## src/rtl/gtmr_pkg.sv

```systemverilog
package gtmr_pkg;
   localparam int DATA_W = 32;
   localparam int OFFS_W = 16;

   typedef enum logic [1:0] {
      SEL_COUNT  = 2'b00,
      SEL_BASE   = 2'b01,
      SEL_VECPRI = 2'b10,
      SEL_DEST   = 2'b11
   } gtmr_sel_e;

   typedef struct packed {
      logic       aligned;
      logic [1:0] tidx;
      gtmr_sel_e  sel;
      logic       freq_hit;
      logic [3:0] cpu;
   } gtmr_dec_t;
endpackage

```

## src/rtl/gtmr_decode.sv

```systemverilog
module gtmr_decode
   import gtmr_pkg::*;
(
   input  logic [OFFS_W-1:0] offs,
   output gtmr_dec_t         dec
);
   // bits [11:8] take no part in the decode and alias
   logic [3:0] unused_mid;
   assign unused_mid   = offs[11:8];

   assign dec.aligned  = (offs[3:0] == 4'h0);
   assign dec.tidx     = offs[7:6];
   assign dec.sel      = gtmr_sel_e'(offs[5:4]);
   assign dec.freq_hit = (offs[7:4] == 4'hF);
   assign dec.cpu      = offs[15:12];
endmodule

```

## src/rtl/gtmr_channel.sv

```systemverilog
module gtmr_channel
   import gtmr_pkg::*;
#(
   parameter logic [DATA_W-1:0] BASE_RST = 32'h8000_0000,
   parameter logic [DATA_W-1:0] VEC_RST  = 32'h8080_0000,
   parameter logic [DATA_W-1:0] DEST_RST = 32'h0000_0001
) (
   input  logic              clk,
   input  logic              rst_n,
   input  logic              tick,
   input  logic              base_we,
   input  logic              vec_we,
   input  logic              dest_we,
   input  logic [DATA_W-1:0] wdata,
   output logic [DATA_W-1:0] count_q,
   output logic [DATA_W-1:0] base_q,
   output logic [DATA_W-1:0] vec_q,
   output logic [DATA_W-1:0] dest_q,
   output logic              irq_q
);
   localparam int MSB = DATA_W - 1;

   logic pend_q;   // base written with inhibit clear, load on next tick
   logic period_end;
   assign period_end = (count_q[MSB-1:0] <= (MSB)'(1));

   always_ff @(posedge clk) begin
      if (!rst_n) begin
         count_q <= '0;
         base_q  <= BASE_RST;
         vec_q   <= VEC_RST;
         dest_q  <= DEST_RST;
         pend_q  <= 1'b0;
         irq_q   <= 1'b0;
      end else begin
         irq_q <= 1'b0;
         if (base_we) begin
            base_q <= wdata;
            pend_q <= ~wdata[MSB];
            if (count_q[MSB] && base_q[MSB] && !wdata[MSB])
               count_q[MSB] <= 1'b0;
         end else if (tick && !base_q[MSB]) begin
            if (pend_q) begin
               count_q[MSB-1:0] <= base_q[MSB-1:0];
               pend_q           <= 1'b0;
            end else if (period_end) begin
               count_q <= {~count_q[MSB], base_q[MSB-1:0]};
               irq_q   <= 1'b1;
            end else begin
               count_q[MSB-1:0] <= count_q[MSB-1:0] - (MSB)'(1);
            end
         end
         if (vec_we)  vec_q  <= wdata;
         if (dest_we) dest_q <= wdata;
      end
   end

   assert_inhibit_hold_R7: assert property (@(posedge clk) disable iff (!rst_n)
      (base_q[MSB] && !base_we) |=> $stable(count_q));

   assert_idle_hold_R10: assert property (@(posedge clk) disable iff (!rst_n)
      (!tick && !base_we) |=> $stable(count_q));

   assert_write_masks_tick_R10: assert property (@(posedge clk) disable iff (!rst_n)
      base_we |=> (count_q[MSB-1:0] == $past(count_q[MSB-1:0])));

   assert_irq_after_tick_R11: assert property (@(posedge clk) disable iff (!rst_n)
      irq_q |-> $past(tick));

   assert_irq_toggles_R9: assert property (@(posedge clk) disable iff (!rst_n)
      irq_q |-> (count_q[MSB] != $past(count_q[MSB])));
endmodule

```

## src/rtl/gtmr_freq_bank.sv

```systemverilog
module gtmr_freq_bank
   import gtmr_pkg::*;
#(
   parameter int NUM_CPUS = 2
) (
   input  logic              clk,
   input  logic              rst_n,
   input  logic              we,
   input  logic [3:0]        cpu,
   input  logic [DATA_W-1:0] wdata,
   output logic [DATA_W-1:0] rd
);
   logic [DATA_W-1:0] freq_q [NUM_CPUS];

   for (genvar c = 0; c < NUM_CPUS; c++) begin : g_cpu
      always_ff @(posedge clk) begin
         if (!rst_n)                     freq_q[c] <= '0;
         else if (we && cpu == 4'(c))    freq_q[c] <= wdata;
      end
   end

   always_comb begin
      rd = '0;
      for (int c = 0; c < NUM_CPUS; c++)
         if (cpu == 4'(c)) rd = freq_q[c];
   end
endmodule

```

## src/rtl/gtmr_bank.sv

```systemverilog
module gtmr_bank
   import gtmr_pkg::*;
#(
   parameter int                NUM_TIMERS = 4,
   parameter int                NUM_CPUS   = 2,
   parameter logic [DATA_W-1:0] BASE_RST   = 32'h8000_0000,
   parameter logic [DATA_W-1:0] VEC_RST    = 32'h8080_0000,
   parameter logic [DATA_W-1:0] DEST_RST   = 32'h0000_0001
) (
   input  logic                  clk,
   input  logic                  rst_n,
   input  logic                  reg_wr,
   input  logic [OFFS_W-1:0]     reg_addr,
   input  logic [DATA_W-1:0]     reg_wdata,
   output logic [DATA_W-1:0]     reg_rdata,
   input  logic                  tick_en,
   output logic [NUM_TIMERS-1:0] timer_irq
);
   if (NUM_TIMERS < 1 || NUM_TIMERS > 4) begin : g_bad_timers
      $error("gtmr_bank: NUM_TIMERS must lie in 1..4");
   end
   if (NUM_CPUS < 1 || NUM_CPUS > 16) begin : g_bad_cpus
      $error("gtmr_bank: NUM_CPUS must lie in 1..16");
   end

   gtmr_dec_t dec;
   gtmr_decode u_dec (.offs(reg_addr), .dec(dec));

   logic                  hit;
   logic [NUM_TIMERS-1:0] base_we, vec_we, dest_we;
   logic                  freq_we;
   logic [DATA_W-1:0]     freq_rd;
   logic [DATA_W-1:0]     cnt_a  [NUM_TIMERS];
   logic [DATA_W-1:0]     base_a [NUM_TIMERS];
   logic [DATA_W-1:0]     vec_a  [NUM_TIMERS];
   logic [DATA_W-1:0]     dest_a [NUM_TIMERS];

   assign hit     = reg_wr && dec.aligned;
   assign freq_we = hit && dec.sel == SEL_DEST && dec.freq_hit;

   for (genvar t = 0; t < NUM_TIMERS; t++) begin : g_tmr
      logic sel_t;
      assign sel_t      = hit && dec.tidx == 2'(t);
      assign base_we[t] = sel_t && dec.sel == SEL_BASE;
      assign vec_we[t]  = sel_t && dec.sel == SEL_VECPRI;
      assign dest_we[t] = sel_t && dec.sel == SEL_DEST && !dec.freq_hit;

      gtmr_channel #(
         .BASE_RST(BASE_RST), .VEC_RST(VEC_RST), .DEST_RST(DEST_RST)
      ) u_chan (
         .clk(clk), .rst_n(rst_n), .tick(tick_en),
         .base_we(base_we[t]), .vec_we(vec_we[t]), .dest_we(dest_we[t]),
         .wdata(reg_wdata),
         .count_q(cnt_a[t]), .base_q(base_a[t]), .vec_q(vec_a[t]),
         .dest_q(dest_a[t]), .irq_q(timer_irq[t])
      );
   end

   gtmr_freq_bank #(.NUM_CPUS(NUM_CPUS)) u_freq (
      .clk(clk), .rst_n(rst_n), .we(freq_we), .cpu(dec.cpu),
      .wdata(reg_wdata), .rd(freq_rd)
   );

   always_comb begin
      reg_rdata = '0;
      if (!dec.aligned) begin
         reg_rdata = '1;
      end else if (dec.sel == SEL_DEST && dec.freq_hit) begin
         reg_rdata = freq_rd;
      end else begin
         for (int t = 0; t < NUM_TIMERS; t++) begin
            if (dec.tidx == 2'(t)) begin
               case (dec.sel)
                  SEL_COUNT:  reg_rdata = cnt_a[t];
                  SEL_BASE:   reg_rdata = base_a[t];
                  SEL_VECPRI: reg_rdata = vec_a[t];
                  default:    reg_rdata = dest_a[t];
               endcase
            end
         end
      end
   end

   assert_misaligned_no_write_R4: assert property (@(posedge clk) disable iff (!rst_n)
      (reg_wr && reg_addr[3:0] != 4'h0) |->
         (base_we == '0 && vec_we == '0 && dest_we == '0 && !freq_we));

   assert_freq_shadows_dest_R3: assert property (@(posedge clk) disable iff (!rst_n)
      (reg_wr && reg_addr[7:0] == 8'hF0) |-> (dest_we == '0));
endmodule

```

## config.mk

```make
export PLATFORM = sky130hd
export DESIGN_NAME = gtmr_bank
export DESIGN_NICKNAME = d
export VERILOG_FILES = /design/src/rtl/gtmr_pkg.sv /design/src/rtl/gtmr_decode.sv /design/src/rtl/gtmr_channel.sv /design/src/rtl/gtmr_freq_bank.sv /design/src/rtl/gtmr_bank.sv
export SDC_FILE = /design/constraint.sdc
export NUM_CORES = 2
export LEC_CHECK = 0
export BUFFER_PORTS_ARGS = -buffer_cell sky130_fd_sc_hd__buf_2
export CAP_MARGIN = 20
export CORE_MARGIN = 1.5
export CORE_UTILIZATION = 55
export DETAILED_ROUTE_END_ITERATION = 6
export GPL_ROUTABILITY_DRIVEN = 0
export PLACE_DENSITY = 0.81
export SETUP_SLACK_MARGIN = 0.3
export SLEW_MARGIN = 20
export SYNTH_ARGS = -nofsm -noshare
export SYNTH_HDL_FRONTEND = slang
export SYNTH_SLANG_ARGS = --single-unit
```

## constraint.sdc

```tcl
create_clock -name clk -period 9.5 [get_ports clk]
set_input_delay 0 -clock clk [delete_from_list [all_inputs] [get_ports clk]]
set_output_delay 0 -clock clk [all_outputs]
set_load 0.03 [all_outputs]
```

# Word level (Yosys, flattened, before mapping)
# Memory sizes are Yosys's and may differ from the RTL's.
# Index checks and enable logic that the tools add are counted.
# totals
regBits	520
mem_count	1
ram_bits	64
input_bits	52
output_inout_bits	36
# memory_table
name	depth	width	rd	rd_clocked_by_memory_dff	wr	line_no	text
u_freq.freq_q	2	32	2	0	2	gtmr_freq_bank.sv:13	logic [DATA_W-1:0] freq_q [NUM_CPUS];
# classes
n_mux	61
order_cmp	4
n_reduce_logical	68
eq_ne	16
n_addsub	4
bitwise_logic	16
# op_table
op	n
$mux W32	14
$pmux W32 S3	4
$mux W31	8
$le A31 B1 Y1 const B	4
$sub A31 B1 Y31 const B	4
$logic_and A1 B1 Y1	38
$mux W1	35
$reduce_and A4 Y1	4
$reduce_bool A2 Y1	8
$reduce_or A4 Y1	4
$not A1 Y1	14
$eq A2 B2 Y1 const B	4
$logic_not A4 Y1	2
$ne A2 B1 Y1 const B	4
$ne A2 B2 Y1 const B	4
$reduce_and A2 Y1	4
$logic_not A1 Y1	6
$eq A2 B1 Y1 const B	2
$eq A4 B1 Y1 const B	1
$eq A4 B4 Y1 const B	1
$logic_not A2 Y1	2
$or A1 B1 Y1	2

# Longest topological paths before layout
# depth
depth_word	9
depth_mapped	11
ltp_nobuf	9

# Hierarchy
# Synthesis repeated with hierarchy kept, for this count alone.
# hier_totals
cells_unflattened	3128
area_unflattened_um2	30436.7
# modules_own_cells
mod	n_inst	area_per_inst_um2	cells_each
gtmr_channel	4	5670.4	613
gtmr_bank	1	4574.4	410
gtmr_freq_bank	1	3099.2	256
gtmr_decode	1	81.3	10

# Worst setup path after synthesis
# Ideal clock, no wire load.
# synth_timing
path_type	input to register
startpoint	input port reg_addr[4]
endpoint	memory u_freq.freq_q[1][0], enable pin
slack_ns	5.589
path_stages	7
t_arrival_ns	3.445
n_path_buf	3
t_required_ns	9.034
path_cell_list	buf_2 > buf_2 > buf_2 > nand2_1 > nor2_1 > nand2_1 > o21ai_0
# synth_lines
element	line_no	text
start: declaration	gtmr_bank.sv:13	input logic [OFFS_W-1:0] reg_addr,
end: declaration	gtmr_freq_bank.sv:13	

# Worst setup path in the final report
# layout_timing
startpoint	input port reg_addr[5]
endpoint	output port reg_rdata[7]
# layout_via
elab_chain_len	8
elab_cells_between_ends	16
classes_between	eq/ne (4); mux (10); reduce/logical (2)
# layout_lines
element	line_no	text
$eq A2 B2 Y1 (tied with other cells)	gtmr_bank.sv:73	case (dec.sel)
$pmux W32 S3	gtmr_bank.sv:73	
$mux W32 (4 in a row)	gtmr_bank.sv:72	if (dec.tidx == 2'(t)) begin
$mux W32 (*)	gtmr_bank.sv:68	end else if (dec.sel == SEL_DEST && dec.freq_hit) begin
$mux W32 (*)	gtmr_bank.sv:66	if (!dec.aligned) begin
end: declaration	gtmr_bank.sv:15	output logic [DATA_W-1:0] reg_rdata,
# Every way passes the cells marked *; elsewhere a longest branch is shown, timed or not.

==> metrics.txt <==
status=finished, violations left; failing checks=DRC; post-synth net total=3614; row cnt=81; reg2reg start=g_tmr[0].u_chan.count_q[8]; CP Buf/Inv Count=4; Slew @ Worst Pin=1.19 ns; CP required=9.50 ns; PortBufs=83; die extent in y=227 um; VDD IR max=0.153 mV; I/O Pins=88; WHS Path Cells=3; Final Cell Area=30300 um^2; RSZ-0062 raised after global routing=false; CP Launch Type=primary input; CTS tree=built; sequential cell area fraction in the yosys report=42.5%; critical path peak fanout=81; dpl hpwl=60800 um; Tightest Hold Check Type=in2reg; R2R Path End=g_tmr[0].u_chan.count_q[25]; Final Cycle Share=43.3%; flops & latches, synth=552; clk sinks=552; Avg Synthesized Cell Area=7.74 um^2; most common cell after layout, fill and taps aside=nand2_1; cell chain of the critical path=buf_6, buf_4, buf_4, a211oi_1, o22ai_1, a21oi_1, o21ai_0, o21ai_0, o211ai_1, buf_2; Lkg Pwr=10.1 nW; register clock-pin slew on the reported worst setup and hold paths=0.06 ns; post-route ant nets=0; Max Slew Vio Count=0; placed cell count=4030; Layout area overhead=10.0%; slowest CP cell=buf_4; first-pass GRT wire length=148000 um; final net count=3519; total setup buffers inserted after CTS=0; crit path capture type=output pin; layout cell share with drive strength beyond 1=9.81%; cts bufs inserted=56; maxcap violations=0; Final setup viols=0; Post-synth ARST share=0%; post_cts resized=0; core area=49200 um^2; Placed Area=28000 um^2; flop2flop setup slack=5.48 ns; post-synth cell types=80; clock latency on the worst-skew pair=0.63 ns; Top FF cell, synth=dfxtp_1; slew margin rel.=20.5%; gr ovfl total=0; most frequent cells in the layout=nand2_1 (855), a21oi_1 (501), dfxtp_1 (488); WL/cell=23.7 um; Slowest Stage Delay on Critical Path=0.79 ns; DR pass1 iterations=7; Synth Instances=3554; min Tclk post-route=4.11 ns; Critical Setup Path Class=in2out; number of enable flip-flop cells after synthesis=64; cell depth of the worst flop-to-flop path=7; die area=51300 um^2; Vias/cell=6.62; synthesized cell area=27500 um^2; Initial Util=55.9%; initial antenna violation count=7; gr usage total=37.9%; fmax=0.243 GHz; DRT iter0 DRCs=4254; worst endpoint data arrival time=4.11 ns; CP delay by family, top=buffers and inverters; Max Clock Skew=0.0296 ns; CTS HTree Levels=2; Final Hold Violating Endpoints=0; final WL=98800 um; root buf cell=clkbuf_16; worst hold start=rst_n; Hold EP=g_tmr[3].u_chan.vec_q[23]; DRC=2; setup_tns=0 ns; hold buffer count at cts=35; Post-Layout Cell Count=4174; vias in the first global route=24600; largest net degree at the start of global routing=168; Yosys warning count=0; PwrDens=166 nW/um^2; CTS max path bufs=3; die width=227 um; Vias=27600
==> Yosys cell counts, types with 12 or more instances <==
cell	number	area, um^2
nor3_1	97	485
and3_1	14	87.6
nand2_1	855	3210
clkbuf_1	281	1050
buf_2	16	80.1
or4_1	21	158
buf_1	19	71.3
o21ai_0	230	1150
nor2b_1	19	119
inv_1	16	60.1
o221ai_1	23	201
nor4_1	45	282
dfxtp_1	488	9770
or2_2	16	100
o22ai_1	67	419
o211ai_1	28	210
nand4_1	26	163
nand3_1	75	375
nor2_1	177	664
and2_1	72	450
or3_1	21	131
edfxtp_1	64	1920
mux4_2	35	788
nand2b_1	15	93.8
a211oi_1	30	225
a31oi_1	14	87.6
a21oi_1	501	2510
mux2i_1	46	460
a22oi_1	55	413
a221oi_1	42	368
mux2_2	17	191
o31ai_1	12	90.1
==> layout make-up <==
| cell class | instances | area (um^2) |
|---|---|---|
| inverters | 17 | 71.3 |
| clock buffers | 81 | 1660 |
| multi-input cells | 2656 | 14500 |
| diodes | 3 | 7.51 |
| well taps | 664 | 831 |
| fillers | 4210 | 18900 |
| repair buffers | 176 | 1210 |
| flip-flops and latches | 552 | 11700 |
| clock inverters | 25 | 265 |
==> report_power, final <==
group | leakage (nW) | switching [mW] | internal (mW)
Sequential | 4.54 | 0.00566 | 2.37
Clock | 0.948 | 0.968 | 1.35
Combinational | 4.64 | 0.255 | 0.0737
Total | 10.1 | 1.23 | 3.79
==> through the flow <==
| stage | worst slack [ns] | util, % | total power [mW] | hold slack, ns |
|---|---|---|---|---|
| finish | 5.39 | 61.6 | 5.02 | 0.256 |
| global route | 5.20 | 61.6 | 5.11 | 0.257 |
| CTS | 5.59 | 61.5 | 5.00 | 0.215 |
| detailed placement | 5.63 | 56.9 | 2.73 | 0.318 |
| global placement | 5.64 | 56.9 | 2.72 | 0.317 |
| floorplan | 5.59 | - | 2.60 | 0.136 |
==> layer usage <==
layer	vias to the layer above	wire length, um	part of all wire, %	global-route usage [%]
met5	-	273	0.28	0
met4	8	5820	5.9	20.9
met3	340	15700	16	12.1
met2	2022	40800	41	53.9
met1	12800	36200	37	50.7
li1	12400	-	-	-
==> sequential cells by signal, summed over array words and instances, names as in the netlist <==
signal and count:
u_freq.freq_q 64, g_tmr.u_chan.dest_q 96, g_tmr.u_chan.base_q 128, g_tmr.u_chan.count_q 128
g_tmr.u_chan.vec_q 128, g_tmr.u_chan.irq_q 4, g_tmr.u_chan.pend_q 4
==> worst max path at each step <==
stage                                           from                     endpoint  slack, ns  cells after the start
after floorplan                          reg_addr[4]          u_freq.freq_q[1][0]       5.59                      7
after global placement    g_tmr[0].u_chan.count_q[8]  g_tmr[0].u_chan.count_q[25]       5.64                      7
after detailed placement  g_tmr[0].u_chan.count_q[8]  g_tmr[0].u_chan.count_q[25]       5.63                      7
after CTS                 g_tmr[0].u_chan.count_q[8]  g_tmr[0].u_chan.count_q[25]       5.59                      7
after global routing      g_tmr[0].u_chan.count_q[0]  g_tmr[0].u_chan.count_q[16]       5.20                      7
final                                    reg_addr[5]                 reg_rdata[7]       5.39                     10
==> cell families (layout without fill, tap and decap cells) <==
family | after synthesis | in the layout | synth area share [%]
flops | 552 | 552 | 42.5
buf+inv | 346 | 299 | 5.06
fa+ha+maj | 8 | 8 | 0.364
simple gates | 1500 | 1500 | 24.6
mux | 99 | 99 | 5.28
other cells | 0 | 3 | 0
compound gates | 1047 | 1047 | 22.1
xor+xnor | 2 | 2 | 0.0637
==> worst register-to-register path, delay by kind of cell (launching register included) <==
family / cells / cell delay [ns]
compound gates: 3 / 1.19
simple gates: 4 / 2.34
flops: 1 / 0.38
Note: power is estimated with default switching activity, not from simulation.
